[src/rtl/evret_pkg.sv]
package evret_pkg;

    typedef enum logic [1:0] {
        RK_EMU = 2'd0,
        RK_NMI = 2'd1,
        RK_EXC = 2'd2,
        RK_INT = 2'd3
    } ret_kind_e;

    // Fixed level positions in the pending vector
    localparam int LV_EMU     = 0;
    localparam int LV_RST     = 1;
    localparam int LV_NMI     = 2;
    localparam int LV_EXC     = 3;
    localparam int LV_GDIS    = 4;
    localparam int LV_FIRST_G = 5;

endpackage

[src/rtl/evret_lvl_find.sv]
module evret_lvl_find
    import evret_pkg::*;
#(
    parameter int NUM_LEVELS = 16,
    localparam int LVL_W = $clog2(NUM_LEVELS)
) (
    input  logic [NUM_LEVELS-1:0] vec_i,
    output logic                  found_o,
    output logic [LVL_W-1:0]      idx_o
);

    // Lowest-numbered set bit wins; the global-disable bit is not a level
    always_comb begin
        found_o = 1'b0;
        idx_o   = '0;
        for (int i = NUM_LEVELS - 1; i >= 0; i--) begin
            if (vec_i[i] && (i != LV_GDIS)) begin
                found_o = 1'b1;
                idx_o   = LVL_W'(i);
            end
        end
    end

endmodule

[src/rtl/evret_legal.sv]
module evret_legal
    import evret_pkg::*;
#(
    parameter int NUM_LEVELS = 16,
    localparam int LVL_W = $clog2(NUM_LEVELS)
) (
    input  ret_kind_e        kind_i,
    input  logic             found_i,
    input  logic [LVL_W-1:0] lvl_i,
    output logic             legal_o,
    output logic [LVL_W-1:0] tgt_o
);

    localparam logic [LVL_W-1:0] L_EMU = LVL_W'(LV_EMU);
    localparam logic [LVL_W-1:0] L_NMI = LVL_W'(LV_NMI);
    localparam logic [LVL_W-1:0] L_EXC = LVL_W'(LV_EXC);

    always_comb begin
        legal_o = 1'b0;
        tgt_o   = lvl_i;
        unique case (kind_i)
            RK_EMU: begin
                tgt_o   = L_EMU;
                legal_o = found_i && (lvl_i == L_EMU);
            end
            RK_NMI: begin
                tgt_o   = L_NMI;
                legal_o = found_i && (lvl_i == L_NMI);
            end
            RK_EXC: begin
                tgt_o   = L_EXC;
                legal_o = found_i && (lvl_i == L_EXC);
            end
            RK_INT: begin
                tgt_o   = lvl_i;
                legal_o = found_i && (lvl_i != L_EMU) && (lvl_i != L_NMI)
                          && (lvl_i != L_EXC);
            end
            default: legal_o = 1'b0;
        endcase
    end

endmodule

[src/rtl/evret_src_sel.sv]
module evret_src_sel
    import evret_pkg::*;
#(
    parameter int ADDR_W = 32
) (
    input  ret_kind_e         kind_i,
    input  logic [ADDR_W-1:0] emu_i,
    input  logic [ADDR_W-1:0] nmi_i,
    input  logic [ADDR_W-1:0] exc_i,
    input  logic [ADDR_W-1:0] int_i,
    output logic [ADDR_W-1:0] addr_o
);

    always_comb begin
        unique case (kind_i)
            RK_EMU:  addr_o = emu_i;
            RK_NMI:  addr_o = nmi_i;
            RK_EXC:  addr_o = exc_i;
            default: addr_o = int_i;
        endcase
    end

endmodule

[src/rtl/evret_seq.sv]
module evret_seq
    import evret_pkg::*;
#(
    parameter int NUM_LEVELS = 16,
    parameter int ADDR_W     = 32
) (
    input  logic                  clk,
    input  logic                  rst_n,
    input  logic                  ret_valid_i,
    input  logic [1:0]            ret_kind_i,
    input  logic                  push_i,
    input  logic                  pop_i,
    input  logic [NUM_LEVELS-1:0] pend_i,
    input  logic [ADDR_W-1:0]     sav_emu_i,
    input  logic [ADDR_W-1:0]     sav_nmi_i,
    input  logic [ADDR_W-1:0]     sav_exc_i,
    input  logic [ADDR_W-1:0]     sav_int_i,
    output logic [ADDR_W-1:0]     pc_o,
    output logic [NUM_LEVELS-1:0] pend_o,
    output logic                  pend_upd_o,
    output logic                  ret_done_o,
    output logic                  exc_o,
    output logic                  to_user_o,
    output logic                  recheck_o
);

    localparam int LVL_W = $clog2(NUM_LEVELS);
    localparam logic [NUM_LEVELS-1:0] GDIS_MASK = NUM_LEVELS'(1) << LV_GDIS;
    localparam logic [NUM_LEVELS-1:0] EMU_MASK  = NUM_LEVELS'(1) << LV_EMU;
    localparam logic [LVL_W-1:0]      L_RST     = LVL_W'(LV_RST);
    localparam logic [LVL_W-1:0]      L_FIRST_G = LVL_W'(LV_FIRST_G);

    typedef struct packed {
        logic [ADDR_W-1:0]     pc;
        logic [NUM_LEVELS-1:0] pend;
        logic                  upd;
        logic                  done;
        logic                  exc;
        logic                  user;
        logic                  recheck;
    } seq_state_t;

    seq_state_t st_d, st_q;

    ret_kind_e         kind;
    logic              lvl_found;
    logic [LVL_W-1:0]  cur_lvl;
    logic              ret_legal;
    logic [LVL_W-1:0]  tgt_lvl;
    logic [ADDR_W-1:0] saved_addr;

    assign kind = ret_kind_e'(ret_kind_i);

    evret_lvl_find #(.NUM_LEVELS(NUM_LEVELS)) u_lvl (
        .vec_i   (pend_i),
        .found_o (lvl_found),
        .idx_o   (cur_lvl)
    );

    evret_legal #(.NUM_LEVELS(NUM_LEVELS)) u_legal (
        .kind_i  (kind),
        .found_i (lvl_found),
        .lvl_i   (cur_lvl),
        .legal_o (ret_legal),
        .tgt_o   (tgt_lvl)
    );

    evret_src_sel #(.ADDR_W(ADDR_W)) u_sel (
        .kind_i (kind),
        .emu_i  (sav_emu_i),
        .nmi_i  (sav_nmi_i),
        .exc_i  (sav_exc_i),
        .int_i  (sav_int_i),
        .addr_o (saved_addr)
    );

    always_comb begin
        st_d         = st_q;
        st_d.upd     = 1'b0;
        st_d.done    = 1'b0;
        st_d.exc     = 1'b0;
        st_d.user    = 1'b0;
        st_d.recheck = 1'b0;
        if (ret_valid_i) begin
            if (ret_legal) begin
                st_d.pc    = {saved_addr[ADDR_W-1:1], 1'b0};
                st_d.pend  = pend_i & ~EMU_MASK;
                if (!saved_addr[0]) begin
                    st_d.pend[tgt_lvl] = 1'b0;
                end
                if ((tgt_lvl >= L_FIRST_G) || (tgt_lvl == L_RST)) begin
                    st_d.pend = st_d.pend & ~GDIS_MASK;
                end
                st_d.upd     = 1'b1;
                st_d.done    = 1'b1;
                st_d.recheck = 1'b1;
                st_d.user    = ((st_d.pend & ~GDIS_MASK) == '0);
            end else begin
                st_d.exc = 1'b1;
            end
        end else if (push_i) begin
            st_d.pend    = pend_i & ~GDIS_MASK;
            st_d.upd     = 1'b1;
            st_d.recheck = 1'b1;
        end else if (pop_i) begin
            st_d.pend = pend_i | GDIS_MASK;
            st_d.upd  = 1'b1;
        end
    end

    always_ff @(posedge clk) begin
        if (!rst_n) begin
            st_q <= '0;
        end else begin
            st_q <= st_d;
        end
    end

    assign pc_o       = st_q.pc;
    assign pend_o     = st_q.pend;
    assign pend_upd_o = st_q.upd;
    assign ret_done_o = st_q.done;
    assign exc_o      = st_q.exc;
    assign to_user_o  = st_q.user;
    assign recheck_o  = st_q.recheck;

endmodule

[config.mk]
export PLATFORM = sky130hd
export DESIGN_NAME = evret_seq
export DESIGN_NICKNAME = d
export VERILOG_FILES = /design/src/rtl/evret_pkg.sv /design/src/rtl/evret_lvl_find.sv /design/src/rtl/evret_legal.sv /design/src/rtl/evret_src_sel.sv /design/src/rtl/evret_seq.sv
export SDC_FILE = /design/constraint.sdc
export NUM_CORES = 1
export LEC_CHECK = 0
export BUFFER_PORTS_ARGS = -buffer_cell sky130_fd_sc_hd__buf_2
export CAP_MARGIN = 20
export CORE_AREA = 2 2 96 98
export DETAILED_ROUTE_END_ITERATION = 8
export DIE_AREA = 0 0 98 100
export GPL_ROUTABILITY_DRIVEN = 1
export PLACE_DENSITY = 0.84
export REMOVE_ABC_BUFFERS = 1
export SLEW_MARGIN = 10
export SYNTH_ARGS = -nofsm -noshare
export SYNTH_HDL_FRONTEND = slang
export SYNTH_HIERARCHICAL = 1
export SYNTH_SLANG_ARGS = --single-unit
[constraint.sdc]
create_clock -name clk -period 3 [get_ports clk]
set_input_delay 0.75 -clock clk [delete_from_list [all_inputs] [get_ports clk]]
set_output_delay 0.75 -clock clk [all_outputs]
set_load 0.005 [all_outputs]
==> out/results.env <==
OUTCOME='complete, no violations'
GATE_POWER_SHARE_PCT=29.9
FMAX_MHz=347.8
DRT-WIRELENGTH-PER-CELL_UM=16.42
COMMONEST_NON_FILL_NON_TAP_CELLS_IN_THE_LAYOUT='sky130_fd_sc_hd__buf_2 (202), sky130_fd_sc_hd__nand2_1 (85), sky130_fd_sc_hd__dfxtp_1 (52)'
YS_FF_LATCH=52
IRDROPWORSTVDD_mV=0.2742
ANTENNADIODECOUNT=0
FINALPOWER_W=0.001835
DRV_SLEW=0
DRTITER0DRC=125
TIMING.CLOCK.SKEW_NS=0
CTS.REPORTEDPATHS.CLKPINSLEW_NS=0.09
FLOORPLAN.CORE_AREA_MM2=0.008890
MAX_CAP_VIOL_COUNT=0
MAXSLEWHEADROOM_PCT=61.73
POWERDENSITY_mW_PER_MM2=375.2
DETAIL_ROUTE.DRC_VIOLATIONS=0
STARTPOINT_CLASS='primary input'
HOLD_VIOL_FINAL=0
SYNTH_AREA_MM2=0.003411
FLOORPLAN.DIE_AREA_MM2=0.009800
CP_SLOWEST_STAGE_DELAY_NS=0.30
END_KIND='flop'
FINAL_SETUP_FAILS=0
LAYOUT.FILLER_CELLS=795
ROUTED-VIA-COUNT=3771
FF_TO_FF_SETUP_SLACK_NS=2.21
GRT_FIRST_PASS_WIRELENGTH_UM=17730
SYNTH_SEQ_AREA_SHARE_PCT=30.52
NUMCTSBUFFERS=5
MULTI_INPUT_COMB_AREA_MM2=0.002181
NETSWITCHINGFRACTION_PCT=27.95
FIRST_GLOBAL_VIAS=3730
DIE_Y_UM=100
CTS_TREE='built'
POWER_SWITCHING_W=0.0005129
BUFFER_PORTS.INSERTED=202
EDFF_COUNT_SYNTH=0
AREA_DELTA_SYNTH_FINAL_PCT=43.40
STATIC-LEAKAGE-POWER_nW=2.278
YOSYSUNIQUECELLTYPES=50
CRITICAL_PATH_PEAK_FANOUT=5
FINAL_COMMON_CELL='sky130_fd_sc_hd__buf_2'
TIMING.HOLD.WORST.CLASS='flop to flop'
WORST-SETUP-PATH-TYPE='primary input to flop'
FP-ROW-COUNT=35
FIN_WORST_HOLD_SLACK_NS=0.4545
CTS.HTREE.LEVELS=2
CTSHOLDBUFFERS=0
CLOCK_LATENCY_ON_THE_WORST_SKEW_PAIR_NS=0.30
PWR-SHARE-SEQ_PCT=41.5
SYNTH-ASYNC-RESET-RATIO_PCT=0
DIE-WIDTH_UM=98
NNETSFINAL=745
P_CLK_SHARE_PCT=28.7
PLACED_CELL_AREA_MM2=0.004687
CLOCK_PATH_BUFFERS=2
GLOBAL_ROUTE.OVERFLOW_TOTAL=0
YOSYSWARNINGS=6
GRT_ANTENNA_BEFORE_REPAIR=0
LAYOUT.AREA.SEQ_MM2=0.001041
SYNTH_CELLS=367
INITIAL_CORE_UTIL_PCT=38.37
VIAS_PER_CELL=5.357
FINALCRITICALPERIOD_NS=2.875
DP.FINAL_HPWL_UM=9191
YOSYSTOPAREACELLSHARE_PCT=30.52
GP_ROUTABILITY_CONGESTION=0.9786
CRITICAL_PATH.CELL_CHAIN='buf_2, o31ai_2, a211oi_2, o41ai_2, buf_4, nor4b_2, nor4_2, nor3_4, and2_4, nand2_1, a2111oi_2, o2111a_1'
ANT_NETS=0
LAYOUT-DRIVE-GT1-SHARE_PCT=51.43
LARGEST_NET_DEGREE_AT_THE_START_OF_GLOBAL_ROUTING=32
CTS_ROOT_BUFFER='sky130_fd_sc_hd__clkbuf_8'
CELL_AREA_AFTER_LAYOUT_MM2=0.004891
SYN_AREA_PER_CELL_UM2=9.294
WORSTPATHREQUIRED_NS=3.25
DRT_PASS1_ITERATIONS=5
CRITICAL-PATH-SLOWEST-CELL='sky130_fd_sc_hd__o31ai_2'
YS.FLOP_TYPE='sky130_fd_sc_hd__dfxtp_1'
DETAIL_ROUTE.WIRELENGTH_UM=11560
CELL_INTERNAL_PWR_W=0.001322
SYNTHTOPCELLSBYAREA='sky130_fd_sc_hd__dfxtp_1 (31%), sky130_fd_sc_hd__mux4_2 (20%), sky130_fd_sc_hd__nand2_1 (9.5%), sky130_fd_sc_hd__a21boi_0 (8.4%), sky130_fd_sc_hd__a21oi_1 (2.2%)'
NETLIST.TOP_CELL.BY_AREA='sky130_fd_sc_hd__dfxtp_1'
TRITONCTS_NUM_SINKS=52
GRTUSAGETOTAL_PCT=22.25
IOS=204
MAX_SLEW.WORST_PIN.SLEW_NS=0.5740
FINALCRITPERIODSHARE_PCT=95.84
CP.ARRIVAL_NS=3.12
==> sequential cells by signal, summed over array words and instances, names as in the netlist <==
name,cells
pc_o,31
pend_o,16
exc_o,1
pend_upd_o,1
recheck_o,1
ret_done_o,1
to_user_o,1
==> area by class of cell <==
type                    instances  share of cell area [%]
multi-input cells             277                   44.59
repair buffers                246                   27.94
flip-flops and latches         52                   21.28
well taps                     111                   2.840
clock buffers                   7                   1.970
inverters                      10                  0.7675
clock inverters                 1                  0.6140
==> cell families (layout without fill, tap and decap cells) <==
family | after synthesis | in the layout | synth area share, %
and+or+nand+nor | 140 | 140 | 19.15
AOI/OAI and AO/OA | 98 | 98 | 20.03
DFF | 52 | 52 | 30.52
buffers and inverters | 38 | 264 | 6.933
muxes | 36 | 36 | 22.52
adders and majority gates | 2 | 2 | 0.7336
other | 1 | 1 | 0.1099
==> power groups by stage <==
stage / combinational, W / clock (W) / sequential [W]
after floorplan: 0.000225 / 0 / 0.000781
after global routing: 0.000595 / 0.000566 / 0.000768
final: 0.000548 / 0.000526 / 0.000761
after global placement: 0.000509 / 0 / 0.000776
after CTS: 0.000529 / 0.000538 / 0.000761
after detailed placement: 0.000526 / 0 / 0.000777
==> cell usage after synthesis (all sizes together), types with 2 or more instances <==
cell and instances:
nand3 5, ha 2, nand2b 4, inv 10, and3 2, a221oi 3, dfxtp 52, o21ai 17
a21boi 45, nor3b 3, a21oi 15, and2 4, nor2 21, a22oi 2, a41oi 2, nor2b 6
buf 17, a2111oi 2, mux2i 4, nor3 3, a31oi 7, clkbuf 11, mux4 32, nand2 86
nor4 2
==> what timing repair did <==
| action | 4_1_cts | 5_1_grt |
|---|---|---|
| pin swaps | 0 | 3 |
| setup buffers | 0 | 4 |
| resized for setup | 2 | 10 |
| endpoints found under the setup margin | 2 | 49 |
==> final timing paths <==
kind | from | end | cells after the start
setup / recovery | pend_i[12] | to_user_o$_SDFF_PN0_ | 12
hold / removal | pend_o[14]$_SDFFE_PN0P_ | pend_o[14]$_SDFFE_PN0P_ | 2
hold reg to reg | pend_o[14]$_SDFFE_PN0P_ | pend_o[14]$_SDFFE_PN0P_ | 2
setup reg to reg | pend_o[4]$_SDFFE_PN0P_ | pend_o[4]$_SDFFE_PN0P_ | 2
==> through the flow <==
| step | setup slack (ns) | cells | util (%) | TNS (ns) |
|---|---|---|---|---|
| after CTS | -0.005635 | 700 | 54.22 | -0.005635 |
| after detailed placement | -0.4321 | 692 | 52.72 | -9.029 |
| after global routing | -0.01319 | 704 | 55.02 | -0.01915 |
| final | 0.1247 | 704 | 55.02 | 0 |
| after global placement | -0.2398 | 692 | 52.72 | -3.601 |
| after floorplan | -0.3939 | 339 | - | -3.572 |
==> critical path: cells and delay by family <==
kind	cells	cell delay, ns
AOI/OAI and AO/OA	5	1.23
and+or+nand+nor	5	0.84
buffers and inverters	2	0.31
==> routing by layer <==
layer	vias up	wire length (um)	track usage, %
met5	-	0	0
met2	197	5971	40.94
met1	1784	4436	26.32
met4	0	226	5.449
met3	20	929	5.084
li1	1770	-	-
Note: power is estimated with default switching activity, not from simulation.
